[src/rtl/spi_cs_master.sv]
module spi_cs_master #(
  parameter int MAXW = 32,
  parameter int MINW = 8,
  parameter int LW   = $clog2(MAXW + 1),
  parameter int PW   = $clog2(2 * MAXW + 3)
) (
  input  logic            clk,
  input  logic            rst_n,
  input  logic            start,
  input  logic [LW-1:0]   len,
  input  logic [MAXW-1:0] tx_word,
  input  logic            bit_en,
  input  logic            miso,
  output logic            sclk,
  output logic            sel_n,
  output logic            mosi,
  output logic            mosi_oe,
  output logic [MAXW-1:0] rx_word,
  output logic            busy,
  output logic            done
);

  logic [LW-1:0]   len_c, len_q;
  logic [PW-1:0]   ph, ph_nx, last_rise;
  logic [MAXW-1:0] txsh, rxsh;

  always_comb begin
    if (len < LW'(MINW))      len_c = LW'(MINW);
    else if (len > LW'(MAXW)) len_c = LW'(MAXW);
    else                      len_c = len;
  end

  assign ph_nx     = ph + 1'b1;
  assign last_rise = {len_q, 1'b0};
  assign mosi      = txsh[MAXW-1];

  always_ff @(posedge clk or negedge rst_n) begin
    if (!rst_n) begin
      busy    <= 1'b0;
      done    <= 1'b0;
      sclk    <= 1'b1;
      sel_n   <= 1'b1;
      mosi_oe <= 1'b0;
      ph      <= '0;
      len_q   <= LW'(MINW);
      txsh    <= '0;
      rxsh    <= '0;
      rx_word <= '0;
    end else begin
      done <= 1'b0;
      if (!busy) begin
        if (start) begin
          busy    <= 1'b1;
          sel_n   <= 1'b0;
          mosi_oe <= 1'b1;
          sclk    <= 1'b1;
          ph      <= '0;
          len_q   <= len_c;
          txsh    <= tx_word << (LW'(MAXW) - len_c);
          rxsh    <= '0;
        end
      end else if (bit_en) begin
        ph <= ph_nx;
        if (ph_nx <= last_rise) begin
          if (ph_nx[0]) begin
            sclk <= 1'b0;
            if (ph_nx >= PW'(3)) txsh <= txsh << 1;
          end else begin
            sclk <= 1'b1;
            rxsh <= {rxsh[MAXW-2:0], miso};
          end
        end
        if (ph_nx == last_rise + PW'(1)) mosi_oe <= 1'b0;
        if (ph_nx == last_rise + PW'(2)) begin
          sel_n   <= 1'b1;
          busy    <= 1'b0;
          done    <= 1'b1;
          rx_word <= rxsh;
        end
      end
    end
  end

  AST_IDLE_QUIET: assert property (@(posedge clk) disable iff (!rst_n)
    !busy |-> (sclk && sel_n && !mosi_oe));

  AST_SELECT_BEFORE_CLOCK: assert property (@(posedge clk) disable iff (!rst_n)
    $fell(sel_n) |-> (sclk && busy));

  AST_MOSI_MOVES_ON_FALL: assert property (@(posedge clk) disable iff (!rst_n)
    (busy && $past(busy) && !$fell(sclk)) |-> $stable(mosi));

  AST_OE_INSIDE_SELECT: assert property (@(posedge clk) disable iff (!rst_n)
    mosi_oe |-> !sel_n);

  AST_DONE_SINGLE: assert property (@(posedge clk) disable iff (!rst_n)
    done |=> !done);

  AST_START_WHILE_BUSY: assert property (@(posedge clk) disable iff (!rst_n)
    (busy && start) |=> $stable(len_q));

endmodule

[config.mk]
export PLATFORM = sky130hd
export DESIGN_NAME = spi_cs_master
export DESIGN_NICKNAME = d
export VERILOG_FILES = /design/src/rtl/spi_cs_master.sv
export SDC_FILE = /design/constraint.sdc
export NUM_CORES = 1
export LEC_CHECK = 0
export ABC_CLOCK_PERIOD_IN_PS = 3400
export BUFFER_PORTS_ARGS = -buffer_cell sky130_fd_sc_hd__buf_2
export CAP_MARGIN = 15
export CORE_MARGIN = 3
export CORE_UTILIZATION = 55
export CTS_CLUSTER_SIZE = 12
export DETAILED_ROUTE_END_ITERATION = 16
export GPL_TIMING_DRIVEN = 0
export PLACE_DENSITY_LB_ADDON = 0.05
export SLEW_MARGIN = 20
export SYNTH_ARGS = -nofsm -noshare
export SYNTH_HDL_FRONTEND = slang
export SYNTH_SLANG_ARGS = --single-unit
export TNS_END_PERCENT = 50
[constraint.sdc]
create_clock -name clk -period 3.4 [get_ports clk]
set_clock_uncertainty 0.05 [all_clocks]
set_input_delay 0.68 -clock clk [delete_from_list [all_inputs] [get_ports clk]]
set_output_delay 0.68 -clock clk [all_outputs]
set_load 0.03 [all_outputs]
==> results.cfg, run 1 <==
[sta]
finalMaxSlewViolations = 0
final.setup.tns_ps = 0
worst_pin_slew_ps = 803.2
fin_crit_sh_pct = 98.12
relSlewSlack_pct = 46.45
hold_violations = 0
setup_viol = 0
max_freq_mhz = 299.8
min_period_ps = 3336

[detailed_routing]
wl_um = 21070
met3_length_um = 1234
first_pass_iters = 5
dr_wl_met2_um = 10220
wl_met1_um = 8679
routedWlPerCell_um = 19.28
top_layer_used = met4
drt_iter0_drc = 608
vias = 6421
route.detailed.drc = 0
ant_nets = 0
routed_via_density = 5.875

[placement]
dpl_cell_area_um2 = 7498
hpwl_um = 15360
gp_congestion = 0.9530
portBuffers = 76

[setup_path]
worstPathCellList = and3_1, and2_2, xor2_2, ha_4, a21o_1, a211oi_1, o21ai_1, or2_1, buf_2, and2_1, buf_2, buf_4, a221oi_1, nor2_1
cp_common_cell = buf_2
path_max_fanout = 10
r2r_end = txsh[9]$_DFFE_PN0P_
reg2reg_from = ph[2]$_DFFE_PN0P_
cp.arrival_ps = 3580
cp_slowest_cell = dfrtp_2
cp-end-kind = register
start_kind = register
path_buf_inv = 3
slowest_delay_ps = 450
worstPathRequired_ps = 3640
crit_type = register to register
path_delay_family = simple AND/OR/NAND/NOR gates
rr_worst_depth = 14
rrSetupSlack_ps = 60
cp-startpoint = ph[2]$_DFFE_PN0P_

[power_and_ir_drop]
power_density_nw_per_um2 = 819.4
clkPwrFrac_pct = 25.8
p_int_mw = 3.954
ir_worst_vdd_mv = 0.3874
p_switching_mw = 2.827
cellLeakagePower_nw = 3.845
seqPwrFrac_pct = 33.2
swShare_pct = 41.69
p_comb_share_pct = 41.1
p_total_mw = 6.781

[cts]
tritoncts = done
clock_latency_ps = 410
clock-sinks = 114
cts.reportedPaths.clkPinSlew_ps = 60
cts-buffers-inserted = 17
root_buffer = clkbuf_16
clock_path_buffers = 2
htree_levels = 4
cts_hold_buf = 0

[global_route]
antenna_found_initial = 0
gr-usage-all-layers_pct = 30.62
grt_pass1_wl_um = 33860
gr-total-overflow = 0
grt_max_degree = 63
grt_pass1_vias = 6393

[final_layout]
nets = 966
final_cell_area_um2 = 8275
syn2layout_area_growth_pct = 20.52
drive_gt1_share_pct = 22.16
n_fill_cell = 1000
antenna_cells = 0

[synthesis]
yosysTopAreaCellShare_pct = 40.45
syn_nets = 868
avgSynthCellArea_um2 = 8.425
ys.flop_type = dfrtp_1
ys_seq_area_share_pct = 41.60
synthesis.area_um2 = 6867
synth_async_sr_flop_share_pct = 100.0
ys_ff_latch = 114
ys_warn_count = 0
synth_top_cell_by_area = dfrtp_1
synth_edf_count = 0
synth.area.top_cells = dfrtp_1 40%, nand2_1 12%, mux2i_1 10%
synthDistinctLibCells = 64
synth_cells = 815

[floorplanning]
initial_utilization_pct = 56.69
ios = 81
dieArea_um2 = 13860
die_x_um = 117.7
rows = 40
dieHeight_um = 117.7
core_um2 = 12110

[worst_hold_path]
hold_class = primary input to async pin

[outcome]
status = finished, final reports clean

[job]
drv_cap = 0
[kinds of logic (layout without fill, tap and decap cells)]
kind of cell | count (synthesis) | count (layout) | share of synthesized area, %
AND/OR/NAND/NOR | 339 | 339 | 20.41
AO/OA/AOI/OAI | 182 | 182 | 16.51
flip-flops | 114 | 114 | 41.60
buffers and inverters | 78 | 188 | 5.649
multiplexers | 77 | 77 | 12.10
XOR/XNOR | 15 | 15 | 1.913
adder cells (fa/ha/maj) | 10 | 10 | 1.822
[power groups by stage]
stage | logic, mW | registers, mW | clock network, mW
after floorplan | 1.66 | 2.39 | 0
after global placement | 2.51 | 2.20 | 0
after detailed placement | 2.61 | 2.23 | 0
after CTS | 2.68 | 2.22 | 1.76
after global routing | 3.07 | 2.31 | 1.85
final | 2.79 | 2.25 | 1.75
[Yosys cell counts (3+ instances only)]
| master | instances |
|---|---|
| dfstp_2 | 3 |
| ha_1 | 10 |
| mux2i_1 | 69 |
| a31oi_1 | 7 |
| nor3_1 | 14 |
| nor2_1 | 52 |
| xnor2_1 | 12 |
| a221oi_2 | 3 |
| clkbuf_1 | 28 |
| inv_2 | 3 |
| a221oi_1 | 14 |
| a22oi_1 | 4 |
| buf_4 | 4 |
| nor4_1 | 3 |
| inv_1 | 16 |
| o31ai_1 | 3 |
| buf_6 | 4 |
| and2_1 | 3 |
| buf_1 | 3 |
| xor2_1 | 3 |
| nand4_1 | 3 |
| nand3_1 | 31 |
| nand2_1 | 220 |
| a21oi_1 | 32 |
| mux4_2 | 4 |
| o21ai_0 | 72 |
| a41oi_1 | 3 |
| a21boi_0 | 4 |
| o21ai_1 | 16 |
| buf_2 | 18 |
| dfrtp_1 | 111 |
| a211o_1 | 4 |
[worst max path at each step]
stage | slack [ps] | depth (start not counted) | endpoint
floorplan | -20 | 16 | txsh[14]$_DFFE_PN0P_
global placement | -690 | 17 | txsh[21]$_DFFE_PN0P_
detailed placement | -740 | 16 | txsh[14]$_DFFE_PN0P_
CTS | -50 | 16 | txsh[14]$_DFFE_PN0P_
global route | -20 | 14 | txsh[9]$_DFFE_PN0P_
finish | 60 | 14 | txsh[9]$_DFFE_PN0P_
[per-layer routing]
metal,global-route usage [%],vias to the layer above
li1,-,3015
met1,39.16,3049
met2,50.63,295
met3,4.565,62
met4,15.82,0
met5,0,-
[area by class of cell]
cell class	instances	area [um2]	area share [%]
buffer	57	332.8	4.022
clock buffer	19	442.9	5.352
clock inverter	12	133.9	1.618
inverter	19	76.32	0.9223
multi-input combinational	623	3775	45.62
sequential	114	2860	34.56
tap	168	210.2	2.540
timing repair buffer	81	444.2	5.367
[metrics by stage]
step	hold WS (ps)	cells	utilization, %	setup WS [ps]
detailed placement	407.1	1060	61.91	-738.0
finish	194.3	1093	68.33	64.05
CTS	209.5	1090	67.19	-50.23
floorplan	334.4	815	-	-15.06
global route	239.7	1093	68.33	-23.44
global placement	401.4	1059	61.63	-689.8
[repair_timing]
item                                    CTS  global route
pin swaps                                 1             1
gates resized for setup                  28            28
setup buffers                             0             4
hold endpoints to repair                  0             0
endpoints found under the setup margin   62            65
[flip-flops by register name (all words and copies together) (netlist names)]
| signal | flops |
|---|---|
| busy | 1 |
| rxsh | 32 |
| done | 1 |
| txsh | 32 |
| mosi_oe | 1 |
| rx_word | 32 |
| len_q | 6 |
| sclk | 1 |
| ph | 7 |
| sel_n | 1 |
[placed cells by master, fill, tap and decap left out, types with 3 or more instances in the layout]
cell and count:
a211o_1 4, a21boi_0 4, a21oi_1 30, a21oi_2 3
a221oi_1 8, a221oi_2 9, a22oi_1 4, a31oi_1 7
a41oi_1 3, buf_2 90, buf_4 12, buf_6 5
clkbuf_1 18, clkbuf_16 17, clkbuf_2 10, clkinvlp_4 5
dfrtp_1 108, dfrtp_2 3, dfstp_2 3, ha_1 7
inv_1 16, mux2i_1 58, mux2i_2 13, mux4_2 4
nand2_1 220, nand3_1 31, nand4_1 3, nor2_1 51
nor3_1 14, nor4_1 3, o21ai_0 69, o21ai_1 17
o21ai_2 3, o31ai_1 3, xnor2_1 12
Note: power is estimated with default switching activity, not from simulation.
==> inputs of run 2 (changes only) <==
Settings changed: ABC_CLOCK_PERIOD_IN_PS 3400 to 3700, CORE_UTILIZATION 55 to 35, TNS_END_PERCENT 50 to unset.
Clock period 3.4 ns to 3.7 ns, I/O delays scaled along.
==> run 2 against run 1 <==
Net effect: critical path depth is 1 lower; hold slack better by 22 ps; first-iteration DRC count is 9.4% lower; combinational power is 10% lower; global-route usage is 9.8 points lower; die area is 54% higher; sequential share of layout area is 0.45 points lower; core utilization is 24 points lower; worst setup slack better by 87 ps; power is 7.2% lower.
==> results.cfg, run 2 (synthesized netlist as in run 1, its figures left out) <==
[setup_path]
worstPathRequired_ps = 3960
crit_type = primary input to register
rrSetupSlack_ps = 350
rr_worst_depth = 14
cp-end-kind = register
cp_common_cell = mux2i_1
cp_slowest_cell = mux2i_2
r2r_end = txsh[3]$_DFFE_PN0P_
cp-startpoint = len[4]
reg2reg_from = ph[4]$_DFFE_PN0P_
crit_cells = 13
path_delay_family = multiplexers
worstPathCellList = buf_4, o21ba_1, buf_6, and2_4, buf_6, inv_2, ha_1, inv_2, mux2i_2, mux2i_1, mux2i_1, mux2i_1, a221oi_1
start_kind = primary input
path_buf_inv = 5
slowest_delay_ps = 430
cp-endpoint = txsh[31]$_DFFE_PN0P_
path_max_fanout = 9
cp.arrival_ps = 3800

[detailed_routing]
wl_um = 21810
first_pass_iters = 5
route.detailed.drc = 0
ant_nets = 0
routedWlPerCell_um = 18.36
vias = 6272
drt_iter0_drc = 551
routed_via_density = 5.279

[final_layout]
reg.largest.list = rx_word (32), rxsh (32), txsh (32)
n_fill_cell = 1973
finalNonFillerCells = 1188
syn2layout_area_growth_pct = 22.05
antenna_cells = 0
drive_gt1_share_pct = 21.01
final_cell_mix = 220 x nand2_1, 109 x dfrtp_1, 90 x buf_2
layout_commonest_cell = nand2_1
nets = 968

[global_route]
grt_max_degree = 65
grt_pass1_wl_um = 35310
gr-total-overflow = 0
grt_pass1_vias = 6300
antenna_found_initial = 0
gr-usage-all-layers_pct = 20.78

[outcome]
status = finished, final reports clean

[floorplanning]
dieArea_um2 = 21340
core_um2 = 19020
die_x_um = 146.1
ios = 81
rows = 50
dieHeight_um = 146.1
initial_utilization_pct = 36.11

[cts]
htree_levels = 4
cts.reportedPaths.clkPinSlew_ps = 50
root_buffer = clkbuf_16
cts_hold_buf = 0
clock_latency_ps = 410
clock_path_buffers = 2
clock-sinks = 114
tritoncts = done
cts-buffers-inserted = 17

[sta]
rsz0062_at_grt = false
hold_violations = 0
setup_viol = 0
min_period_ps = 3549
fin_hold_ws_ps = 215.9
max_freq_mhz = 281.8
relSlewSlack_pct = 48.86
fin_crit_sh_pct = 95.91
worst_pin_slew_ps = 762.6
finalMaxSlewViolations = 0

[power_and_ir_drop]
power_density_nw_per_um2 = 751.1
cellLeakagePower_nw = 3.896
ir_worst_vdd_mv = 0.4043

[worst_hold_path]
hold_class = primary input to async pin

[placement]
portBuffers = 76
hpwl_um = 16690
gp_congestion = 0.9054
dp_cells = 1152

[job]
drv_cap = 0
run 2: cell count changes in the layout (fill, tap and decap cells not counted), sizes merged:
cell      change
bufinv        +2
clkbuf        +6
clkinv        +1
clkinvlp      -4
inv           -2
run 2: per-layer routing:
layer  routed length, um  global-route usage [%]
met1               10700                   29.99
met2                9812                   31.91
met3                1066                   4.624
met4                 236                   4.939
met5                   0                       0
run 2: repair_timing:
item | in CTS | in global routing
gates resized for setup | 10 | 38
buffers inserted | 0 | 6
pin swaps | 0 | 1
cloned | 0 | 0
endpoints found under the setup margin | 43 | 65
run 2: metrics by stage:
| step | instance area, um2 | util, % | setup slack, ps | power [mW] | TNS, ps |
|---|---|---|---|---|---|
| detailed placement | 7606 | 39.99 | -526.5 | 4.494 | -16990 |
| CTS | 8267 | 43.47 | 2.438 | 6.291 | 0 |
| global placement | 7572 | 39.82 | -533.3 | 4.429 | -15010 |
| finish | 8381 | 44.07 | 151.4 | 6.295 | 0 |
| floorplan | 6867 | - | 218.3 | 3.715 | 0 |
| global route | 8381 | 44.07 | 15.03 | 6.758 | 0 |
run 2: area by class of cell:
cell class / count / area [um2] / area share [%]
clock buffer: 23 / 488.0 / 5.823
tap: 260 / 325.3 / 3.882
inverter: 19 / 71.32 / 0.8510
multi-input combinational: 623 / 3689 / 44.01
clock inverter: 9 / 151.4 / 1.807
sequential: 114 / 2859 / 34.11
timing repair buffer: 83 / 459.2 / 5.479
buffer: 57 / 337.8 / 4.031
run 2: worst min-delay path by stage:
stage / endpoint / slack [ps]
2_1_floorplan: busy$_DFF_PN0_ / 390
3_3_place_gp: rx_word[25]$_DFFE_PN0P_ / 400
3_5_place_dp: rx_word[16]$_DFFE_PN0P_ / 410
4_1_cts: len_q[5]$_DFFE_PN0P_ / 240
5_1_grt: ph[4]$_DFFE_PN0P_ / 250
6_report: ph[4]$_DFFE_PN0P_ / 220
run 2: where the power goes:
part,total [mW],switching [mW],internal (mW)
sequential,2.04,0.316,1.72
combinational,2.50,1.62,0.874
clock,1.76,0.567,1.20
==> inputs of run 3 (changes only) <==
Settings changed: CORE_ASPECT_RATIO set to 1.5.
==> run 3 against run 2 <==
Net effect: sequential share of layout area rose by 0.13 points; first-iteration DRC count fell by 57%; count of clock-buffer cells in the layout fell by 6; sequential cell count did not move; global-route usage rose by 0.66 points; core utilization fell by 0.69 points; clock power fell by 2%; register-to-register slack got worse by 90 ps; via count fell by 0.80%; wire length rose by 2.3%; worst setup slack got worse by 49 ps.
==> results.cfg, run 3 (synthesized netlist as in run 1, its figures left out) <==
[outcome]
status = finished, final reports clean

[setup_path]
rr_worst_depth = 14
slowest_delay_ps = 400
crit_cells = 14
worstPathCellList = buf_4, o21ba_1, buf_6, and2_4, buf_6, inv_2, ha_2, clkbuf_1, inv_2, mux2i_4, mux2i_2, mux2i_2, mux2i_1, a221oi_1
path_buf_inv = 6
cp-end-kind = register
crit_type = primary input to register
worstPathRequired_ps = 3950
start_kind = primary input
cp.arrival_ps = 3850
path_max_fanout = 9
cp_slowest_cell = mux2i_4
path_delay_family = buffers and inverters

[sta]
worst_pin_slew_ps = 988.6
rsz0062_at_grt = false
fin_ws_ps = 102.6
min_period_ps = 3597
hold_violations = 0
setup_viol = 0
max_freq_mhz = 278.0
fin_hold_ws_ps = 295.0
fin_crit_sh_pct = 97.23
final.setup.tns_ps = 0
finalMaxSlewViolations = 0
relSlewSlack_pct = 33.70

[power_and_ir_drop]
swShare_pct = 41.26
power_density_nw_per_um2 = 748.7
p_int_mw = 3.669
clkPwrFrac_pct = 27.5
p_switching_mw = 2.578
ir_worst_vdd_mv = 0.3348
seqPwrFrac_pct = 32.8
p_comb_share_pct = 39.7
cellLeakagePower_nw = 3.867

[global_route]
grt_max_degree = 72
grt_pass1_wl_um = 35820
gr-total-overflow = 0
antenna_found_initial = 0
gr-usage-all-layers_pct = 21.45
grt_pass1_vias = 6556

[cts]
htree_levels = 4
cts.reportedPaths.clkPinSlew_ps = 60
clock_latency_ps = 410
clock_path_buffers = 2
root_buffer = clkbuf_16
cts-buffers-inserted = 17
tritoncts = done
clock-sinks = 114

[final_layout]
nets = 966
final_cell_mix = 220 x nand2_1, 110 x dfrtp_1, 91 x buf_2
drive_gt1_share_pct = 20.41
layout_commonest_cell = nand2_1
reg.largest.list = rx_word (32), rxsh (32), txsh (32)
syn2layout_area_growth_pct = 21.52
n_fill_cell = 2030
final_cell_area_um2 = 8344

[job]
drv_cap = 0

[detailed_routing]
drt_iter0_drc = 239
ant_nets = 0
wl_um = 22320
routed_via_density = 5.260
vias = 6222
routedWlPerCell_um = 18.87
route.detailed.drc = 0
first_pass_iters = 4

[floorplanning]
rows = 62
die_x_um = 120.4
dieHeight_um = 177.5
core_um2 = 19240
dieArea_um2 = 21370
initial_utilization_pct = 35.69
ios = 81

[worst_hold_path]
hold_class = primary input to async pin

[placement]
post-place-ws_ps = -686.3
dpl_cell_area_um2 = 7601
portBuffers = 76
gp_congestion = 0.9090
hpwl_um = 17620
==> run 3: cell count changes in the layout (fill, tap and decap cells not counted), sizes merged <==
cell,delta
diode,+1
clkinvlp,-1
bufinv,-1
clkinv,+2
clkbuf,-6
inv,+6
buf,-2
==> run 3: final timing paths <==
path                       slack, ps                       to         startpoint
setup / recovery                 100     txsh[31]$_DFFE_PN0P_             len[4]
max in group asynchronous       2640           done$_DFF_PN0_              rst_n
min in group clk                 410        sel_n$_DFFE_PN1P_  sel_n$_DFFE_PN1P_
hold reg to reg                  410        sel_n$_DFFE_PN1P_  sel_n$_DFFE_PN1P_
hold / removal                   290  rx_word[29]$_DFFE_PN0P_              rst_n
setup reg to reg                 260      txsh[3]$_DFFE_PN0P_  ph[2]$_DFFE_PN0P_
==> run 3: worst reg2reg max path, stage by stage, from the launching register on <==
cell and delay [ps]:
dfrtp_1 440, and3_1 250, and2_1 230, xor2_2 200, ha_1 290, a21o_1 170
a211oi_1 250, o21ai_1 150, or2_1 240, buf_2 170, and2_1 180, buf_2 160
buf_2 200, a221oi_1 270, nor2_1 70
==> run 3: final cells by class <==
type | instances | area [um2] | area share [%]
multi-input cells | 623 | 3702 | 44.37
flip-flops and latches | 114 | 2858 | 34.25
clock buffers | 17 | 425.4 | 5.098
inverters | 19 | 71.32 | 0.8547
clock inverters | 15 | 196.4 | 2.354
diodes | 1 | 2.502 | 0.02999
repair buffers | 80 | 436.7 | 5.233
plain buffers | 58 | 331.6 | 3.974
well taps | 256 | 320.3 | 3.839
==> run 3: routing by layer <==
layer | track usage (%) | part of all wire (%) | wire (um) | up-vias
met4 | 8.743 | 3.3 | 741 | 0
met5 | 0 | 0 | 0 | -
met3 | 3.221 | 2.6 | 574 | 39
met2 | 41.75 | 56 | 12390 | 140
met1 | 22.64 | 39 | 8609 | 3025
li1 | - | - | - | 3018
==> run 3: what timing repair did <==
item | in CTS | in global routing
pin swaps | 0 | 1
gates resized for setup | 14 | 22
setup endpoints to repair | 46 | 58
hold buffers | 0 | 0
buffers inserted | 0 | 3
==> run 3: through the flow <==
stage / util, % / cells / power, mW
finish: 43.37 / 1183 / 6.247
global route: 43.36 / 1182 / 6.706
CTS: 42.93 / 1179 / 6.277
detailed placement: 39.51 / 1148 / 4.509
global placement: 39.33 / 1147 / 4.466
floorplan: - / 815 / 3.715
==> run 3: power groups by stage <==
stage	Clock (mW)	Sequential, mW	Combinational (mW)
2_1_floorplan	0	2.19	1.52
3_3_place_gp	0	2.05	2.42
3_5_place_dp	0	2.06	2.45
4_1_cts	1.76	2.05	2.48
5_1_grt	1.82	2.12	2.77
6_report	1.72	2.05	2.48
